==> config.mk <==
export PLATFORM = sky130hd
export DESIGN_NAME = fc_port_engine
export DESIGN_NICKNAME = d
export VERILOG_FILES = /design/src/rtl/fc_pkg.sv /design/src/rtl/fc_pause_gen.sv /design/src/rtl/fc_backpressure.sv /design/src/rtl/fc_port_engine.sv
export SDC_FILE = /design/constraint.sdc
export NUM_CORES = 1
export LEC_CHECK = 0
export BUFFER_PORTS_ARGS = -buffer_cell sky130_fd_sc_hd__buf_2
export CORE_ASPECT_RATIO = 0.5
export CORE_UTILIZATION = 40
export CTS_CLUSTER_SIZE = 8
export DETAILED_ROUTE_END_ITERATION = 8
export SLEW_MARGIN = 0
export SYNTH_ARGS = -nofsm -noshare
export SYNTH_HDL_FRONTEND = slang
export SYNTH_HIERARCHICAL = 1
export SYNTH_SLANG_ARGS = --single-unit
==> constraint.sdc <==
create_clock -name clk -period 3.75 [get_ports clk]
set_input_delay 0.75 -clock clk [delete_from_list [all_inputs] [get_ports clk]]
set_output_delay 0.75 -clock clk [all_outputs]
set_load 0.005 [all_outputs]
==> src/rtl/fc_pkg.sv <==
package fc_pkg;
  typedef enum logic [1:0] {
    PS_IDLE     = 2'd0,
    PS_SEND_ON  = 2'd1,
    PS_PAUSED   = 2'd2,
    PS_SEND_OFF = 2'd3
  } pause_st_t;
endpackage

==> src/rtl/fc_pause_gen.sv <==
module fc_pause_gen #(
  parameter int QW           = 16,
  parameter int PAUSE_QUANTA = 2048
) (
  input  logic          clk,
  input  logic          rst_n,
  input  logic          full_duplex,
  input  logic          congested,
  input  logic          pause_ok,
  input  logic          slot_tick,
  input  logic          ready,
  output logic          valid,
  output logic [QW-1:0] quanta
);
  import fc_pkg::*;

  localparam int REFRESH = (PAUSE_QUANTA / 2 > 0) ? PAUSE_QUANTA / 2 : 1;
  localparam int TMR_W   = $clog2(REFRESH + 1);
  localparam logic [TMR_W-1:0] TMR_LAST = TMR_W'(REFRESH - 1);

  pause_st_t        st_q, st_d;
  logic [TMR_W-1:0] tmr_q, tmr_d;
  logic             want_pause;

  assign want_pause = full_duplex && congested && pause_ok;

  always_comb begin
    st_d  = st_q;
    tmr_d = tmr_q;
    unique case (st_q)
      PS_IDLE: begin
        if (want_pause) st_d = PS_SEND_ON;
      end
      PS_SEND_ON: begin
        if (ready) begin
          st_d  = PS_PAUSED;
          tmr_d = '0;
        end
      end
      PS_PAUSED: begin
        if (!want_pause) begin
          st_d = PS_SEND_OFF;
        end else if (slot_tick) begin
          if (tmr_q == TMR_LAST) st_d = PS_SEND_ON;
          else                   tmr_d = tmr_q + 1'b1;
        end
      end
      PS_SEND_OFF: begin
        if (ready) st_d = PS_IDLE;
      end
      default: st_d = PS_IDLE;
    endcase
  end

  always_ff @(posedge clk) begin
    if (!rst_n) begin
      st_q  <= PS_IDLE;
      tmr_q <= '0;
    end else begin
      st_q  <= st_d;
      tmr_q <= tmr_d;
    end
  end

  assign valid  = (st_q == PS_SEND_ON) || (st_q == PS_SEND_OFF);
  assign quanta = (st_q == PS_SEND_ON) ? QW'(PAUSE_QUANTA) : '0;
endmodule

==> src/rtl/fc_backpressure.sv <==
module fc_backpressure #(
  parameter int COLL_W      = 8,
  parameter int BP_SLOT_MAX = 2048
) (
  input  logic              clk,
  input  logic              rst_n,
  input  logic              hd_active,
  input  logic              congested,
  input  logic              collision,
  input  logic              tx_ok,
  input  logic              slot_tick,
  input  logic              bp_persist,
  input  logic [COLL_W-1:0] coll_limit,
  output logic              jam_en
);
  localparam int SLOT_W = $clog2(BP_SLOT_MAX + 1);
  localparam logic [SLOT_W-1:0] SLOT_CAP = SLOT_W'(BP_SLOT_MAX);
  localparam logic [COLL_W-1:0] COLL_SAT = '1;

  logic [COLL_W-1:0] coll_cnt_q;
  logic [SLOT_W-1:0] slot_cnt_q;
  logic              within_q;
  logic              jam_q;

  always_ff @(posedge clk) begin
    if (!rst_n) begin
      coll_cnt_q <= '0;
    end else if (!congested || tx_ok) begin
      coll_cnt_q <= '0;
    end else if (collision && coll_cnt_q != COLL_SAT) begin
      coll_cnt_q <= coll_cnt_q + 1'b1;
    end
  end

  always_ff @(posedge clk) begin
    if (!rst_n) begin
      slot_cnt_q <= '0;
    end else if (!hd_active) begin
      slot_cnt_q <= '0;
    end else if (slot_tick && slot_cnt_q != SLOT_CAP) begin
      slot_cnt_q <= slot_cnt_q + 1'b1;
    end
  end

  generate
    if (BP_SLOT_MAX > 0) begin : g_slot_bound
      always_comb within_q = bp_persist ? (slot_cnt_q < SLOT_CAP)
                                        : (coll_cnt_q < coll_limit);
    end else begin : g_no_slot_bound
      always_comb within_q = bp_persist ? 1'b0 : (coll_cnt_q < coll_limit);
    end
  endgenerate

  always_ff @(posedge clk) begin
    if (!rst_n) jam_q <= 1'b0;
    else        jam_q <= hd_active && within_q;
  end

  assign jam_en = jam_q;
endmodule

==> src/rtl/fc_port_engine.sv <==
module fc_port_engine #(
  parameter int QW           = 16,
  parameter int PAUSE_QUANTA = 2048,
  parameter int COLL_W       = 8,
  parameter int BP_SLOT_MAX  = 2048
) (
  input  logic              clk,
  input  logic              rst_n,
  input  logic              congested,
  input  logic              full_duplex,
  input  logic              collision,
  input  logic              tx_ok,
  input  logic              slot_tick,
  input  logic              hd_fc_off,
  input  logic              bp_persist,
  input  logic              aneg_honour,
  input  logic              partner_pause,
  input  logic [COLL_W-1:0] coll_limit,
  input  logic              pause_ready,
  output logic              pause_valid,
  output logic [QW-1:0]     pause_quanta,
  output logic              jam_en
);
  logic pause_ok;
  logic hd_active;

  assign pause_ok  = !aneg_honour || partner_pause;
  assign hd_active = !full_duplex && !hd_fc_off && congested;

  fc_pause_gen #(
    .QW          (QW),
    .PAUSE_QUANTA(PAUSE_QUANTA)
  ) u_pause (
    .clk        (clk),
    .rst_n      (rst_n),
    .full_duplex(full_duplex),
    .congested  (congested),
    .pause_ok   (pause_ok),
    .slot_tick  (slot_tick),
    .ready      (pause_ready),
    .valid      (pause_valid),
    .quanta     (pause_quanta)
  );

  fc_backpressure #(
    .COLL_W     (COLL_W),
    .BP_SLOT_MAX(BP_SLOT_MAX)
  ) u_bp (
    .clk       (clk),
    .rst_n     (rst_n),
    .hd_active (hd_active),
    .congested (congested),
    .collision (collision),
    .tx_ok     (tx_ok),
    .slot_tick (slot_tick),
    .bp_persist(bp_persist),
    .coll_limit(coll_limit),
    .jam_en    (jam_en)
  );
endmodule

==> impl_metrics.ini <==
[sta]
setup-violations-final = 0
finalClockSkew_ns = 0.00734
fmax_mhz = 474
setup_ws_ns = 1.64
final_max_slew_viol_count = 0
whs_ns = 0.434
rsz0062_at_grt = false
setup_tns_ns = 0
min_period_ns = 2.11
worstMarginPinSlew_ns = 0.913
timing.final.crit_share_pct = 56.3
hold_viol = 0
slew_headroom_pct = 38.8

[die]
rows = 18
chipHeight_um = 53.5
core_mm2 = 0.00502
die_w_um = 105
num_io_pins = 38
dieArea_mm2 = 0.00562
start_util_pct = 42.2

[final_layout]
areaGrowthSynthToFinish_pct = 9.03
drive_gt1_share_pct = 15.4
diodes = 0
fin_util_pct = 46.0
fillers = 489
stdcell_count = 337
final_area_mm2 = 0.00231
multi_input_area_mm2 = 0.00129
final_common_cell = dfxtp_1
regArea_um2 = 681
nNetsFinal = 297
layout_common_cells = 34 x dfxtp_1, 22 x buf_2, 20 x nor2_1

[grt]
grt_pass1_wl_mm = 6.92
antenna_found_initial = 0
grt_pass1_vias = 1596
grt_start_max_net_pins = 18
grt_overflow = 0
gr-usage-all-layers_pct = 16.3

[drt]
drt_first_pass_iters = 4
finalWirelength_mm = 4.17
drc = 0
dr_total_vias = 1734
wl_per_cell_um = 12.4
drtIter0Drc = 74
ant_nets = 0
avgViaCountPerCell = 5.15

[clock_tree]
cts_tree = yes
postCtsSetupBuffers = 0
cts_buffer_depth = 2
cts.clk_slew.worst_paths_ns = 0.07
cts_hold_buf = 0
cts-resized-gates = 0
worstSkewPairLatency_ns = 0.29
cts_buffers = 5
clock_sinks = 34
htree_levels = 2
cts-root-buf = clkbuf_8

[worst_setup_path]
cp.required_ns = 3.94
startpoint_type = flip-flop
crit_fanout = 17
path_cells = ha_1, nand3_1, nor3_2, a21oi_1, o41ai_1
cpMaxStageDelayCell = nor3_2
max_stage_delay_ns = 0.76
critical_path_class = reg -> reg
arrival_ns = 2.30
end_kind = flip-flop

[power]
switching_share_pct = 23.9
p_int_uw = 539
p_switching_uw = 169
combPwrFrac_pct = 8.2
seqPwrFrac_pct = 52.5
power.leakage_nw = 0.892
p_per_area_mw_per_mm2 = 306
max-vdd-ir-drop_mv = 0.131
clkPwrFrac_pct = 39.3
finalPower_uw = 708

[worst_hold_path]
min_path_type = reg -> reg

[yosys]
synth_edf_count = 0
syn-cell-area_mm2 = 0.00212
ys_seq_area_share_pct = 32.1
synth_cells = 245
yosysUniqueCellTypes = 54
synthFlopType = dfxtp_1
async_flop_share_pct = 0
ys_seq_elements = 34
yosys_warnings = 6
syn_area_per_cell_um2 = 8.66

[outcome]
status = finished, final reports clean

[place]
dp.cells = 329
port_buffers = 22
placed_area_mm2 = 0.00222
post-place-ws_ns = 1.58
place.gp.congestion = 0.819
detailed_place_hpwl_mm = 3.11

[run]
cap_violations = 0
## flip-flops by register name (all words and copies together), names as in the netlist
name,cells
u_bp/coll_cnt_q,8
u_pause/st_q,2
u_bp/jam_en,1
u_bp/slot_cnt_q,12
u_pause/tmr_q,11
## worst max-delay path, delay by kind of cell, from the launching register on
family | cells | cell delay (ns)
fa+ha+maj | 1 | 0.24
compound gates | 2 | 0.47
flops | 1 | 0.40
simple gates | 2 | 0.90
## power groups by stage
stage               Clock, mW  Sequential, mW  Combinational [mW]
detailed placement          0           0.380              0.0584
CTS                     0.292           0.371              0.0588
global route            0.306           0.372              0.0655
floorplan                   0           0.376              0.0514
global placement            0           0.379              0.0577
finish                  0.278           0.371              0.0582
## path summary, 6_finish.rpt
kind | start | end | slack [ns] | depth (start not counted)
worst max register to register | u_pause/tmr_q[1] | u_pause/st_q[0] | 1.64 | 5
worst min register to register | u_pause/tmr_q[10] | u_pause/tmr_q[10] | 0.43 | 2
worst min-delay path | u_pause/tmr_q[10] | u_pause/tmr_q[10] | 0.43 | 2
worst max-delay path | u_pause/tmr_q[1] | u_pause/st_q[0] | 1.64 | 5
## cell usage after synthesis, drive strengths merged, types with 3 or more instances
master	instances	area share (%)
and4	3	1.3
nor3	7	1.9
o21a	4	1.4
or4	4	1.4
nor4b	4	2.2
ha	11	6.5
nand3	13	3.1
buf	19	6.5
nand2	14	2.6
clkbuf	3	0.53
and3	5	1.5
nand4	9	3.4
a21oi	9	2.1
inv	13	2.3
xnor2	8	3.3
o211ai	7	2.5
dfxtp	34	32
nor2	20	3.5
o21ai	4	1.1
a31oi	9	2.9
nand3b	3	1.1
mux2i	3	1.4
xor2	7	2.9
or3	4	1.2
nand2b	3	0.89
## logic make-up after synthesis
| group | after synthesis | synth area share, % |
|---|---|---|
| simple gates | 99 | 28.7 |
| compound gates | 46 | 15.3 |
| buf+inv | 36 | 9.56 |
| flops | 34 | 32.1 |
| xor+xnor | 15 | 6.19 |
| fa+ha+maj | 11 | 6.49 |
| mux | 3 | 1.42 |
| other cells | 1 | 0.177 |
## area by class of cell
class                           instances  area share, %
Sequential cell                        34           29.4
Multi-Input combinational cell        189           55.8
Clock inverter                          1          0.216
Inverter                               14           2.27
Timing Repair Buffer                   22           4.76
Tap cell                               70           3.79
Clock buffer                            7           3.73
## layer usage
layer	track usage, %	wire (um)
met5	0	0
met4	7.28	21
met3	5.05	218
met2	28.5	1910
met1	18.8	2020
Power figures use the tool's default switching activity.
